**src/rtl/fan_tach_pkg.sv**
```systemverilog
// Package: shared constants, divisor encoding and mask helper for the
// fan tachometer counter. Assumes the divisor is a power of two, 1..8.
package fan_tach_pkg;
    localparam int DIV_SEL_W = 2;
    localparam int PRE_W     = (1 << DIV_SEL_W) - 1;

    typedef enum logic [DIV_SEL_W-1:0] {
        DIV_BY_1 = 2'd0,
        DIV_BY_2 = 2'd1,
        DIV_BY_4 = 2'd2,
        DIV_BY_8 = 2'd3
    } div_code_e;

    // Terminal value of the prescaler for a divisor code: 2**sel - 1.
    function automatic logic [PRE_W-1:0] div_mask(input logic [DIV_SEL_W-1:0] sel);
        logic [PRE_W:0] w;
        w = ({{PRE_W{1'b0}}, 1'b1} << sel) - 1'b1;
        return w[PRE_W-1:0];
    endfunction
endpackage

```
**src/rtl/tach_edge_sync.sv**
```systemverilog
// Synchronizes the asynchronous tach input through STAGES flops and emits
// a one-cycle pulse on each rising edge. Assumes tach levels last at least
// one reference cycle.
module tach_edge_sync #(
    parameter int STAGES = 2
) (
    input  logic clk,
    input  logic rst_n,
    input  logic d_async,
    output logic rise
);
    logic [STAGES:0] chain_q;

    // Shift the tach level through the synchronizer and one history flop.
    always_ff @(posedge clk) begin
        if (!rst_n) chain_q <= '0;
        else        chain_q <= {chain_q[STAGES-1:0], d_async};
    end

    assign rise = chain_q[STAGES-1] & ~chain_q[STAGES];

    // an edge pulse never lasts two cycles
    a_r4_rise_single: assert property (@(posedge clk) disable iff (!rst_n)
        rise |=> !rise);
endmodule

```
**src/rtl/tach_tick_gen.sv**
```systemverilog
// Prescaler: raises tick once every 2**sel cycles. The phase restarts when
// clr is high, so a window's first tick falls a full period after its start.
// Assumes sel is changed only between windows.
module tach_tick_gen
    import fan_tach_pkg::*;
(
    input  logic                 clk,
    input  logic                 rst_n,
    input  logic                 clr,
    input  logic [DIV_SEL_W-1:0] sel,
    output logic                 tick
);
    logic [PRE_W-1:0] pre_q;
    logic [PRE_W-1:0] mask;

    assign mask = div_mask(sel);
    assign tick = (pre_q == mask);

    // Advance the prescaler phase, wrap at the mask, restart on clr.
    always_ff @(posedge clk) begin
        if (!rst_n || clr)  pre_q <= '0;
        else if (tick)      pre_q <= '0;
        else                pre_q <= pre_q + 1'b1;
    end

    // with any divisor above one, ticks are never adjacent
    a_r2_tick_spacing: assert property (@(posedge clk) disable iff (!rst_n)
        tick |=> (!tick || sel == DIV_BY_1));
endmodule

```
**src/rtl/tach_window_counter.sv**
```systemverilog
// Window state machine: a first rising edge arms, the second marks half a
// revolution, and the third closes the window and latches the count. The
// count then reloads from the preload. Saturation at the maximum holds the
// counter and sets a sticky stall flag. Assumes rise pulses are one cycle.
module tach_window_counter #(
    parameter int CNT_W = 8
) (
    input  logic             clk,
    input  logic             rst_n,
    input  logic             rise,
    input  logic             tick,
    input  logic [CNT_W-1:0] preload,
    output logic             start_win,
    output logic [CNT_W-1:0] count_out,
    output logic             valid,
    output logic             stall
);
    localparam logic [CNT_W-1:0] CNT_MAX = '1;
    localparam logic [CNT_W-1:0] CNT_ONE = {{(CNT_W-1){1'b0}}, 1'b1};

    typedef enum logic [1:0] {ST_IDLE, ST_RUN, ST_SAT} win_state_e;

    win_state_e       state_q;
    logic             half_q;
    logic [CNT_W-1:0] cnt_q;
    logic [CNT_W-1:0] out_q;
    logic             valid_q;
    logic             stall_q;
    logic             at_max;

    assign at_max    = (cnt_q == CNT_MAX);
    assign start_win = rise && (state_q != ST_RUN || (half_q && !at_max));

    // Sequence windows, count ticks, latch results and track saturation.
    always_ff @(posedge clk) begin
        if (!rst_n) begin
            state_q <= ST_IDLE;
            half_q  <= 1'b0;
            cnt_q   <= '0;
            out_q   <= '0;
            valid_q <= 1'b0;
            stall_q <= 1'b0;
        end else begin
            valid_q <= 1'b0;
            case (state_q)
                ST_IDLE: begin
                    if (rise) begin
                        state_q <= ST_RUN;
                        cnt_q   <= preload;
                        half_q  <= 1'b0;
                    end
                end
                ST_RUN: begin
                    if (at_max) begin
                        state_q <= ST_SAT;
                        out_q   <= CNT_MAX;
                        valid_q <= 1'b1;
                        stall_q <= 1'b1;
                    end else if (rise && half_q) begin
                        out_q   <= cnt_q;
                        valid_q <= 1'b1;
                        stall_q <= 1'b0;
                        cnt_q   <= preload;
                        half_q  <= 1'b0;
                    end else begin
                        if (rise) half_q <= 1'b1;
                        if (tick) cnt_q  <= cnt_q + CNT_ONE;
                    end
                end
                ST_SAT: begin
                    if (rise) begin
                        state_q <= ST_RUN;
                        cnt_q   <= preload;
                        half_q  <= 1'b0;
                    end
                end
                default: state_q <= ST_IDLE;
            endcase
        end
    end

    assign count_out = out_q;
    assign valid     = valid_q;
    assign stall     = stall_q;

    // the strobe is a single cycle
    a_r6_valid_pulse: assert property (@(posedge clk) disable iff (!rst_n)
        valid_q |=> !valid_q);
    // a raised stall always reports the maximum
    a_r7_stall_max: assert property (@(posedge clk) disable iff (!rst_n)
        stall_q |-> out_q == CNT_MAX);
    // saturation holds until a tach edge arrives
    a_r7_sat_hold: assert property (@(posedge clk) disable iff (!rst_n)
        (state_q == ST_SAT && !rise) |=> (state_q == ST_SAT && cnt_q == CNT_MAX));
    // a good window never reports the maximum
    a_r8_good_below_max: assert property (@(posedge clk) disable iff (!rst_n)
        (valid_q && !stall_q) |-> out_q != CNT_MAX);
endmodule

```
**src/rtl/fan_tach_counter.sv**
```systemverilog
// Top: holds the preload and divisor configuration, and joins the tach
// synchronizer, the prescaler and the window counter. Configuration writes
// are synchronous. A divisor change takes effect at once, so it belongs
// between windows.
module fan_tach_counter
    import fan_tach_pkg::*;
#(
    parameter int          CNT_W       = 8,
    parameter int          SYNC_STAGES = 2,
    parameter int          DEF_PRELOAD = 32,
    parameter div_code_e   DEF_DIV     = DIV_BY_2
) (
    input  logic                 clk,
    input  logic                 rst_n,
    input  logic                 tach_in,
    input  logic                 cfg_we,
    input  logic [DIV_SEL_W-1:0] cfg_div,
    input  logic [CNT_W-1:0]     cfg_preload,
    output logic [CNT_W-1:0]     meas_count,
    output logic                 meas_valid,
    output logic                 fan_stall
);
    logic [CNT_W-1:0]     preload_q;
    logic [DIV_SEL_W-1:0] div_q;
    logic                 rise;
    logic                 tick;
    logic                 start_win;

    // Capture configuration on write enable; reset to the default setting.
    always_ff @(posedge clk) begin
        if (!rst_n) begin
            preload_q <= CNT_W'(DEF_PRELOAD);
            div_q     <= DEF_DIV;
        end else if (cfg_we) begin
            preload_q <= cfg_preload;
            div_q     <= cfg_div;
        end
    end

    tach_edge_sync #(.STAGES(SYNC_STAGES)) u_sync (
        .clk     (clk),
        .rst_n   (rst_n),
        .d_async (tach_in),
        .rise    (rise)
    );

    tach_tick_gen u_tick (
        .clk   (clk),
        .rst_n (rst_n),
        .clr   (start_win),
        .sel   (div_q),
        .tick  (tick)
    );

    tach_window_counter #(.CNT_W(CNT_W)) u_win (
        .clk       (clk),
        .rst_n     (rst_n),
        .rise      (rise),
        .tick      (tick),
        .preload   (preload_q),
        .start_win (start_win),
        .count_out (meas_count),
        .valid     (meas_valid),
        .stall     (fan_stall)
    );

    // configuration changes only under write enable
    a_r2_cfg_hold: assert property (@(posedge clk) disable iff (!rst_n)
        !cfg_we |=> ($stable(preload_q) && $stable(div_q)));
endmodule

```
**config.mk**
```make
export PLATFORM = sky130hd
export DESIGN_NAME = fan_tach_counter
export DESIGN_NICKNAME = d
export VERILOG_FILES = /design/src/rtl/fan_tach_pkg.sv /design/src/rtl/tach_edge_sync.sv /design/src/rtl/tach_tick_gen.sv /design/src/rtl/tach_window_counter.sv /design/src/rtl/fan_tach_counter.sv
export SDC_FILE = /design/constraint.sdc
export NUM_CORES = 1
export LEC_CHECK = 0
export ABC_AREA = 1
export BUFFER_PORTS_ARGS = -buffer_cell sky130_fd_sc_hd__buf_2
export CORE_ASPECT_RATIO = 0.6
export CORE_MARGIN = 8
export CORE_UTILIZATION = 56
export CTS_BUF_LIST = sky130_fd_sc_hd__clkbuf_8 sky130_fd_sc_hd__clkbuf_16
export CTS_CLUSTER_DIAMETER = 200
export DETAILED_ROUTE_END_ITERATION = 8
export PLACE_DENSITY = 0.77
export SLEW_MARGIN = 40
export SYNTH_ARGS = -nofsm -noshare
export SYNTH_HDL_FRONTEND = slang
export SYNTH_HIERARCHICAL = 1
export SYNTH_SLANG_ARGS = --single-unit
```
**constraint.sdc**
```tcl
create_clock -name clk -period 1.77 [get_ports clk]
set_input_delay 0.177 -clock clk [delete_from_list [all_inputs] [get_ports clk]]
set_output_delay 0.177 -clock clk [all_outputs]
set_load 0.005 [all_outputs]
```
* Yosys cells after proc, flatten, opt, wreduce, memory -nomap -nowiden
Index checks and enable logic that the tools add are counted. Widths: inputs -> output; s select.
Word-level totals: bits in registers 37, input bits 14, output and inout bits 10, word-level logic and storage cells 62
Cells by class: add/subtract/negate cells 3, equal/unequal tests 10, shifts and indexed selects 1, multiplexer cells 19, bitwise operators 2, reduce and logical (&&, ||, !) cells 17
Operator list (count):
- $mux 8 | 6
- $pmux 8 s2 | 1
- $add 8x1->8 const B | 1
- $eq 8x8->1 const B | 1
- $mux 1 | 8
- $reduce_and 4->1 | 2
- $ne 2x1->1 const B | 3
- $reduce_and 2->1 | 3
- $mux 2 | 2
- $pmux 2 s2 | 1
- $reduce_bool 2->1 | 2
- $reduce_or 2->1 | 2
- $add 3x1->3 const B | 1
- $eq 3x3->1 | 1
- $logic_and 1x1->1 | 3
- $ne 3x1->1 const B | 1
- $ne 3x2->1 const B | 1
- $shl 1x2->3 const A | 1
- $sub 3x1->3 const B | 1
- $eq 2x1->1 const B | 1
- $eq 2x2->1 const B | 1
- $logic_not 1->1 | 2
- $logic_not 2->1 | 1
- $logic_or 1x1->1 | 2
- 4 further kinds | 4

* Logic depth before layout (Yosys ltp)
Gate-level depths: netlist (run 1).
word-level depth 7, gate-level depth with buffers 13, depth with buffers taken out 13

* Hierarchy
The synthesis (run 1) kept the hierarchy.
Modules (own cells, without submodules):
- tach_window_counter | instances 1, cells each 159, area each 1063.5 um^2, sequential area each 420.4 um^2
- fan_tach_counter | instances 1, cells each 60, area each 415.4 um^2, sequential area each 200.2 um^2
- tach_tick_gen | instances 1, cells each 26, area each 178.9 um^2, sequential area each 60.1 um^2
- tach_edge_sync | instances 1, cells each 11, area each 92.6 um^2, sequential area each 60.1 um^2

* Worst setup path before layout (run 1)
No wires, ideal clock.
path type flip-flop to flip-flop, start point reg div_q[1], end point reg u_win.cnt_q[4], library setup time 117 ps, arrival time 1324 ps, required time 1653 ps, path slack 329 ps, stages on the path, launching flop included 11, path buffers 0, clock period less this slack 1441 ps, cells stage by stage dfxtp_1 o21ai_0 nand2_1 nand3_2 inv_1 inv_1 nand2_1 o21ai_0 nor2_4 o21ai_0 nor2_1
Between the ends: longest elaborated chain between the ends 5
RTL lines:
- start, declared | RTL line fan_tach_counter.sv:24 | logic [DIV_SEL_W-1:0] div_q;
- start signal, assigned | RTL line fan_tach_counter.sv:36 | div_q <= cfg_div;
- $shl 1x2->3 | RTL line fan_tach_pkg.sv:17 | w = ({{PRE_W{1'b0}}, 1'b1} << sel) - 1'b1;
- $sub 3x1->3 | RTL line fan_tach_pkg.sv:17
- $eq 3x3->1 | RTL line tach_tick_gen.sv:17 | assign tick = (pre_q == mask);
- named net tick | RTL line fan_tach_counter.sv:26 | logic tick;
- $ne 3x2->1 (no line)
- $reduce_and 4->1 (no line)
- end signal, assigned | RTL line tach_window_counter.sv:49 | cnt_q <= preload;
- end signal, assigned | RTL line tach_window_counter.sv:63 | cnt_q <= preload;
- end signal, assigned | RTL line tach_window_counter.sv:67 | if (tick) cnt_q <= cnt_q + CNT_ONE;
- end, declared | RTL line tach_window_counter.sv:25 | logic [CNT_W-1:0] cnt_q;
The timed path passes the listed nets, and every way through them passes these cells. A chain may end at the register's enable or synchronous reset.

* Worst setup path after layout (run 1)
start point reg u_win.cnt_q[1], end point reg u_win.cnt_q[2]
Between the ends: longest elaborated chain between the ends 5, elaborated cells on any way between the ends 8, classes of those cells add/sub (1); eq/ne (2); mux (4); reduce/logical (1)
RTL lines:
- $add 8x1->8 | RTL line tach_window_counter.sv:67
- $mux 8 | RTL line tach_window_counter.sv:67
- $mux 8 | RTL line tach_window_counter.sv:59 | end else if (rise && half_q) begin
- $mux 8 | RTL line tach_window_counter.sv:54 | if (at_max) begin
- $pmux 8 s2 | RTL line tach_window_counter.sv:45 | case (state_q)
Several ways; a longest one is shown, not always the timed one. The select of a mux whose other input is x is not followed.

==> flow_summary.yaml, run 1 <==
outcome:
  status: "completed"
logic_synthesis:
  yosys.area_share.adder_pct: 1.43
  ys_types: 25
  synthXorXnorAreaFrac_pct: 2.00
  ys_ff_latch: 37
  yosysWarnings: 6
  synth-compound-area-share_pct: 9.58
  synth_top_family_by_area: "simple AND/OR/NAND/NOR gates"
  yosys.area_share.simple_pct: 34.0
  synth_nets: 272
  ys_seq_area_share_pct: 42.3
  synth_cells: 256
  muxShareOfSynthArea_pct: 0
  syn_area_um2: 1750
  synth_area_per_cell_um2: 6.84
sta:
  fin_ws_ps: 150
  worst_pin_slew_ps: 315
  hold_viol_final: 0
  fin_crit_ps: 1620
  finalMaxSlewViolations: 0
  fin_crit_sh_pct: 91.5
  fmax_mhz: 617
  skew_ps: 3.27
  rsz0062_at_grt: "false"
  finalSetupTns_ps: 0
  hold-worst-slack_ps: 63.8
  setup_viol: 0
  relSlewSlack_pct: 79.0
clocking:
  clk_pin_slew_ps: 70
  cts_buffer_depth: 2
  clk_latency_ps: 290
  cts_made_buffers: 5
  clock_sinks: 37
  cts_tree: "done"
  htreeDepth: 2
  cts_root_buf: "clkbuf_8"
  cts_resized: 0
  cts_setup_buffers: 0
  postCtsHoldBufs: 0
critical_path:
  slowest_stage: "dfxtp_1"
  path_class: "register to register"
  startpoint_type: "register"
  cp_top_family: "simple AND/OR/NAND/NOR gates"
  critical_path.max_stage_delay_ps: 400
  path_buf_inv: 0
  end_kind: "register"
  worstPathMaxFanout: 5
  cp_common_cell: "nor2_1"
  worstPathCellList: "ha_1, nand2_1, nor2_1, nand2_1, nor2_1, nor2_2, o21ai_0, nor2_1"
  crit_required_ps: 1950
  crit_arrival_ps: 1800
power_and_ir_drop:
  power.share.sequential_pct: 48.6
  p_sw_uw: 460
  internal-power_uw: 1420
  sw_frac_of_total_pct: 24.4
  ir_worst_vdd_v: 0.000553
  p_leak_uw: 0.00102
  power.density_nw_per_um2: 933
  power_uw: 1880
  combPwrFrac_pct: 11.3
  clkPwrFrac_pct: 40.0
grt:
  grt_usage_pct: 14.8
  grt-ovfl-total: 0
  grt_start_max_net_pins: 27
  grt_antenna_before_repair: 0
  grt_pass1_wl_mm: 6.15
  grt_pass1_vias: 1401
floorplanning:
  io_pins: 24
  die_h_um: 59.3
  die-area_um2: 5230
  rows: 15
  die_w_um: 88.2
  core_um2: 2930
  start_util_pct: 59.8
cells_and_area:
  layout-drive-gt1-share_pct: 17.9
  fin_util_pct: 69.0
  areaGrowthSynthToFinish_pct: 15.4
  diodes: 0
  layout.nets: 300
placed_design:
  post-place-ws_ps: 163
  gp_congestion: 0.865
  io_buffer_count: 23
  hpwlAfterDp_mm: 2.44
route:
  drc: 0
  drt-wirelength-per-cell_um: 10.5
  vias: 1515
  drt_iter0_drc: 105
  postRouteAntennaNets: 0
  viasPerCell: 4.63
  dr.pass1.iters: 4
  wl_mm: 3.44
min_path:
  hp-class: "primary input to register"
job:
  drv_cap: 0
[worst register-to-register path, stage by stage (launching register included)]
cell and delay [ps]:
dfxtp_1 400, ha_1 230, nand2_1 80, nor2_1 110, nand2_1 90, nor2_1 250, nor2_2 120, o21ai_0 180
nor2_1 60
[layer usage]
layer	GRT usage (%)	wire length, um	vias to the layer above
li1	-	-	835
met1	19.6	1860	654
met2	21.5	1410	19
met3	4.29	117	7
met4	7.16	50	0
met5	0	0	-
[cells in the mapped netlist]
| library cell | instances | area (um^2) |
|---|---|---|
| o21bai_1 | 1 | 7.51 |
| nand2_2 | 1 | 6.26 |
| xor2_1 | 1 | 8.76 |
| or2_2 | 2 | 12.5 |
| nand3_2 | 1 | 10.0 |
| nand2_4 | 3 | 33.8 |
| o211ai_1 | 1 | 7.51 |
| buf_6 | 1 | 11.3 |
| nor3_1 | 2 | 10.0 |
| a21oi_1 | 10 | 50.1 |
| nor2_2 | 2 | 12.5 |
| o21a_1 | 1 | 7.51 |
| inv_2 | 4 | 15.0 |
| clkbuf_2 | 1 | 5.00 |
| nand2_1 | 64 | 240 |
| xnor2_1 | 3 | 26.3 |
| nor2_1 | 50 | 188 |
| inv_1 | 32 | 120 |
| dfxtp_1 | 37 | 741 |
| ha_1 | 2 | 25.0 |
| buf_12 | 1 | 20.0 |
| o21ai_0 | 19 | 95.1 |
| nand3_1 | 12 | 60.1 |
| nor2_4 | 2 | 22.5 |
| buf_2 | 3 | 15.0 |
[state kept, by name (all words and copies together), names as in the netlist]
name,flops
div_q,2
preload_q,8
u_sync/chain_q,3
u_tick/pre_q,3
u_win/cnt_q,8
u_win/count_out,8
u_win/half_q,1
u_win/stall,1
u_win/state_q,2
u_win/valid,1
[per-stage QoR]
stage               std cells  instance area [um^2]
finish                    327                  2020
CTS                       326                  2010
floorplan                 256                  1750
global placement          318                  1890
global route              327                  2020
detailed placement        318                  1890
[placed cells by master (no fill, tap or decap), drive strengths merged]
cell	n
nor3	2
buf	26
o21bai	1
inv	36
dfxtp	37
o21a	1
xnor2	3
bufinv	1
clkinvlp	1
nor2	55
clkbuf	6
o21ai	19
nand3	13
a21oi	10
or2	2
nand2	68
xor2	1
ha	2
o211ai	1
[final cells by class]
cell class / count / area [um^2]
flip-flops and latches: 37 / 741
fillers: 287 / 908
clock inverters: 2 / 37.5
clock buffers: 6 / 82.6
well taps: 42 / 52.6
inverters: 36 / 135
multi-input cells: 178 / 833
repair buffers: 26 / 138
[path summary, 6_finish.rpt]
kind	from	endpoint	slack (ps)	depth (start not counted)
worst max-delay path	u_win/cnt_q[1]	u_win/cnt_q[2]	150	8
worst min-delay path	tach_in	u_sync/chain_q[0]	60	3
worst max register to register	u_win/cnt_q[1]	u_win/cnt_q[2]	150	8
worst min register to register	u_sync/chain_q[0]	u_sync/chain_q[1]	430	2
[logic make-up (layout without fill, tap and decap cells)]
| logic type | count (synthesis) | after routing |
|---|---|---|
| and+or+nand+nor | 139 | 140 |
| buffers and inverters | 42 | 70 |
| DFF | 37 | 37 |
| AOI/OAI and AO/OA | 32 | 32 |
| xor gates and xnor gates | 4 | 4 |
| adders and majority gates | 2 | 2 |
[power by group through the flow]
stage | Clock, uW | Sequential, uW | Combinational, uW
global placement | 0 | 934 | 208
floorplan | 0 | 925 | 168
finish | 754 | 916 | 214
detailed placement | 0 | 935 | 209
CTS | 773 | 916 | 211
global route | 812 | 923 | 250
Note: power is estimated with default switching activity, not from simulation.
==> inputs of run 2 (changes only) <==
ABC_AREA = unset   (was 1)
==> flow_summary.yaml, run 2 <==
placed_design:
  hpwlAfterDp_mm: 3.28
  gp_congestion: 0.889
  io_buffer_count: 23
  placed_cell_area_um2: 2050
logic_synthesis:
  netlist_top_cells_count: "dfxtp_1, a21oi_1, nand2_1, mux2i_1, nor2b_1"
  syn_area_um2: 1700
  yosysTopAreaCell: "dfxtp_1"
  synth_nets: 199
  synth_top_family_by_area: "simple AND/OR/NAND/NOR gates"
  ys_ff_latch: 37
  synth_flop_cell: "dfxtp_1"
  yosysWarnings: 6
  yosysMostFrequentCell: "dfxtp_1"
  muxShareOfSynthArea_pct: 7.66
  synth-compound-area-share_pct: 18.4
  yosys-top-cells-area: "dfxtp_1, mux2i_1, a21oi_1"
  synth_area_per_cell_um2: 9.28
  yosys.area_share.simple_pct: 24.2
  synth_top_area_share_pct: 43.6
  async_flop_share_pct: 0
  ys_types: 46
  synth_edf_count: 0
  synthXorXnorAreaFrac_pct: 0.515
  synth_cells: 183
  yosys.area_share.adder_pct: 1.47
  ys_seq_area_share_pct: 43.6
critical_path:
  startpoint_type: "register"
  path_buf_inv: 1
  slowest_stage: "dfxtp_4"
  worstPathCellList: "nor4bb_4, nor2_1, a31oi_1, a22oi_2, o21ai_2, buf_4, a31oi_1, a311oi_1"
  cp_top_family: "compound AO/OA/AOI/OAI gates"
  crit_required_ps: 1970
  path_class: "register to register"
  critical_path.max_stage_delay_ps: 390
  end_kind: "register"
  worstPathMaxFanout: 4
  crit_arrival_ps: 2200
  cp_common_cell: "a31oi_1"
grt:
  grt_usage_pct: 19.7
  grt_start_max_net_pins: 18
  grt_pass1_wl_mm: 7.81
  grt_pass1_vias: 1647
  grt-ovfl-total: 0
  grt_antenna_before_repair: 0
cells_and_area:
  n_fill_cell: 197
  areaGrowthSynthToFinish_pct: 35.1
  final_cell_mix: "buf_4, dfxtp_1, buf_2"
  final_common_cell: "buf_4"
  layout-drive-gt1-share_pct: 42.2
  diodes: 0
  fin_util_pct: 80.0
  stdcell_area_um2: 2300
  layout.nets: 252
sta:
  hold_viol_final: 0
  fmax_mhz: 502
  fin_crit_ps: 1990
  relSlewSlack_pct: 74.5
  rsz0062_at_grt: "true"
  finalSetupTns_ps: -1690
  setup_viol: 10
  finalMaxSlewViolations: 0
  worst_pin_slew_ps: 380
  fin_crit_sh_pct: 113
  fin_ws_ps: -222
  skew_ps: 3.05
route:
  viasPerCell: 6.03
  drc: 0
  wl_mm: 4.97
  dr.pass1.iters: 5
  postRouteAntennaNets: 0
  drt_iter0_drc: 151
  vias: 1682
  drt-wirelength-per-cell_um: 17.8
clocking:
  cts_buffer_depth: 2
  clk_pin_slew_ps: 70
  clock_sinks: 37
  htreeDepth: 2
  cts_root_buf: "clkbuf_8"
  cts_tree: "done"
  postCtsHoldBufs: 0
  clk_latency_ps: 290
  cts_made_buffers: 5
power_and_ir_drop:
  power.density_nw_per_um2: 774
  ir_worst_vdd_v: 0.000507
  power_uw: 1780
  p_leak_uw: 0.000946
job:
  drv_cap: 0
floorplanning:
  die_w_um: 87.1
  io_pins: 24
  start_util_pct: 59.2
  die-area_um2: 5110
  core_um2: 2870
  rows: 15
  die_h_um: 58.7
outcome:
  status: "finished with violations"
  violations: "negative setup slack"
min_path:
  hp-class: "primary input to register"
[run 2: changes by cell type in the layout (fill, tap and decap cells not counted), moves of 7 or more]
| cell | before | now |
|---|---|---|
| o21ai_0 | 18 | 4 |
| nor2_1 | 50 | 5 |
| mux2i_1 | 0 | 13 |
| buf_4 | 3 | 31 |
| inv_1 | 32 | 2 |
| nand2_1 | 64 | 17 |
| nor2b_1 | 0 | 9 |
| dfxtp_1 | 37 | 30 |
[run 2: path summary, 6_finish.rpt]
check / startpoint / end / slack [ps] / cells past startpoint
max: div_q[1] / u_win/cnt_q[5] / -220 / 8
min: tach_in / u_sync/chain_q[0] / 80 / 2
max reg2reg: div_q[1] / u_win/cnt_q[5] / -220 / 8
min reg2reg: u_sync/chain_q[0] / u_sync/chain_q[1] / 440 / 1
[run 2: repair_timing]
| item | in CTS | in global routing |
|---|---|---|
| pin swaps | 4 | 8 |
| setup buffers | 3 | 0 |
| hold endpoints to repair | 0 | 0 |
| endpoints found under the setup margin | 10 | 11 |
| resized for setup | 18 | 8 |
[run 2: per-layer routing]
| layer | global-route usage (%) | share of wire [%] |
|---|---|---|
| met5 | 0 | 0 |
| met4 | 10.7 | 2.1 |
| met3 | 5.41 | 6.7 |
| met2 | 30.7 | 47 |
| met1 | 24.3 | 44 |
[run 2: area by class of cell]
type / instances / area, um^2 / share of cell area (%)
flip-flops and latches: 37 / 752 / 32.8
well taps: 42 / 52.6 / 2.29
clock inverters: 1 / 5.00 / 0.218
inverters: 3 / 11.3 / 0.490
multi-input cells: 135 / 1030 / 44.9
repair buffers: 54 / 348 / 15.1
clock buffers: 7 / 96.3 / 4.20
[run 2: cell families after synthesis]
kind of cell	Yosys count
fa+ha+maj	2
xor+xnor	1
simple gates	72
flops	37
mux	13
compound gates	47
buf+inv	11
[run 2: per-stage QoR]
step | hold slack, ps | cells | setup slack, ps
after floorplan | 239 | 183 | -49.8
after global placement | 379 | 268 | -61.0
after detailed placement | 380 | 268 | -138
after CTS | 73.1 | 279 | -90.5
after global routing | 79.6 | 279 | -285
final | 75.9 | 279 | -222
[run 2: worst reg2reg max path, delay by kind of cell, from the launching register on]
kind,cells,cell delay [ps]
AO/OA/AOI/OAI,5,960
buffers and inverters,1,160
flip-flops,1,390
AND/OR/NAND/NOR,2,400
[run 2: power by group]
part	total (uW)	internal [uW]	switching, uW
Sequential	894	864	30.4
Combinational	227	113	114
Clock	655	352	303
Total	1780	1330	448
==> inputs of run 3 (changes only) <==
clock period = 2.13 ns   (was 1.77 ns; I/O delays follow)
==> flow_summary.yaml, run 3 (synthesis gave the netlist of run 2 again) <==
clocking:
  cts_buffer_depth: 2
  htreeDepth: 2
  clk_latency_ps: 290
  cts_root_buf: "clkbuf_8"
  postCtsHoldBufs: 0
  cts_tree: "done"
  cts_made_buffers: 5
  clk_pin_slew_ps: 80
  clock_sinks: 37
critical_path:
  crit_required_ps: 2340
  worstPathMaxFanout: 5
  ff2ff_path_depth: 8
  crit_arrival_ps: 2310
  timing.rr.end: "u_tick/pre_q[2]"
  r2r_start: "u_win/cnt_q[0]"
  r2r_slack_ps: 30
  end_kind: "register"
  path_class: "register to register"
  startpoint_type: "register"
cells_and_area:
  final_common_cell: "dfxtp_1"
  final_cell_mix: "dfxtp_1, buf_2, nand2_1"
  layout.nets: 232
  fin_util_pct: 71.9
  diodes: 0
  layout-drive-gt1-share_pct: 30.9
  areaGrowthSynthToFinish_pct: 21.5
floorplanning:
  start_util_pct: 59.2
  io_pins: 24
  core_um2: 2870
  rows: 15
  die_w_um: 87.1
  die_h_um: 58.7
  die-area_um2: 5110
placed_design:
  gp_congestion: 0.884
  hpwlAfterDp_mm: 2.99
  io_buffer_count: 23
power_and_ir_drop:
  ir_worst_vdd_v: 0.000452
  power.density_nw_per_um2: 662
  power_uw: 1370
  p_leak_uw: 0.000825
grt:
  grt_start_max_net_pins: 19
  grt_usage_pct: 17.4
  grt_pass1_wl_mm: 6.87
  grt_antenna_before_repair: 0
  grt-ovfl-total: 0
  grt_pass1_vias: 1460
sta:
  fin_crit_sh_pct: 98.4
  setup_viol: 0
  fmax_mhz: 477
  fin_crit_ps: 2100
  finalMaxSlewViolations: 0
  finalSetupTns_ps: 0
  hold-worst-slack_ps: 136
  hold_viol_final: 0
  skew_ps: 6.22
  worst_pin_slew_ps: 616
  relSlewSlack_pct: 58.9
route:
  drc: 0
  vias: 1532
  drt_iter0_drc: 145
  dr.pass1.iters: 4
  drt-wirelength-per-cell_um: 16.5
  viasPerCell: 5.92
  postRouteAntennaNets: 0
  wl_mm: 4.27
min_path:
  hp-class: "primary input to register"
  hp-start: "tach_in"
  holdPathEnd: "u_sync/chain_q[0]"
  holdPathStages: 2
outcome:
  status: "completed"
job:
  drv_cap: 0
-- run 3: cell types whose count changed in the layout (fill, tap and decap cells not counted), sizes merged --
cell      before  now
clkinvlp       0    1
buf           54   34
clkbuf         7    5
clkinv         2    3
-- run 3: per-stage QoR --
stage	cell area (um^2)	cells	worst slack (ps)
global placement	1890	251	151
finish	2060	259	34.2
floorplan	1700	183	119
global route	2060	259	-65.9
CTS	1980	259	31.6
detailed placement	1890	251	8.06
-- run 3: repair_timing --
| action | 4_1_cts | 5_1_grt |
|---|---|---|
| pin swaps | 0 | 0 |
| setup endpoints to repair | 1 | 7 |
| buffers inserted | 0 | 0 |
| gates resized for setup | 2 | 19 |
| cloned | 0 | 0 |
-- run 3: worst max path at each step --
stage,start,end,slack (ps),cells past startpoint
after floorplan,u_win/cnt_q[0],u_tick/pre_q[2],120,8
after global placement,u_win/cnt_q[0],u_tick/pre_q[2],150,8
after detailed placement,u_win/cnt_q[0],u_tick/pre_q[2],8,8
after CTS,u_win/cnt_q[0],u_tick/pre_q[2],30,8
after global routing,u_tick/pre_q[1],u_win/cnt_q[7],-70,8
final,u_win/cnt_q[0],u_tick/pre_q[2],30,8
-- run 3: worst max-delay path: stages, from the launching register on --
cell and delay [ps]:
dfxtp_4 380, ha_2 190, nand3_1 90, or2_2 320, a21oi_2 150, nor2_1 60, nand3b_1 170, or4b_4 510
a21oi_2 160
-- run 3: area by class of cell --
class / count / area, um^2
Multi-Input combinational cell: 135 / 962
Inverter: 3 / 11.3
Clock inverter: 3 / 17.5
Tap cell: 42 / 52.6
Sequential cell: 37 / 754
Timing Repair Buffer: 34 / 198
Clock buffer: 5 / 68.8
Fill cell: 216 / 807
-- run 3: routing by layer --
layer | up-vias | wire length [um] | GRT usage, %
li1 | 742 | - | -
met1 | 710 | 1910 | 22.3
met2 | 65 | 1940 | 26.6
met3 | 15 | 321 | 4.44
met4 | 0 | 92 | 8.25
met5 | - | 0 | 0
-- run 3: power by group --
group          internal [uW]  switching (uW)  total [uW]  leakage (uW)
Sequential               717            30.6         748      0.000305
Clock                    226             247         472     0.0000439
Combinational           71.4            75.0         146      0.000476
Total                   1010             352        1370      0.000825
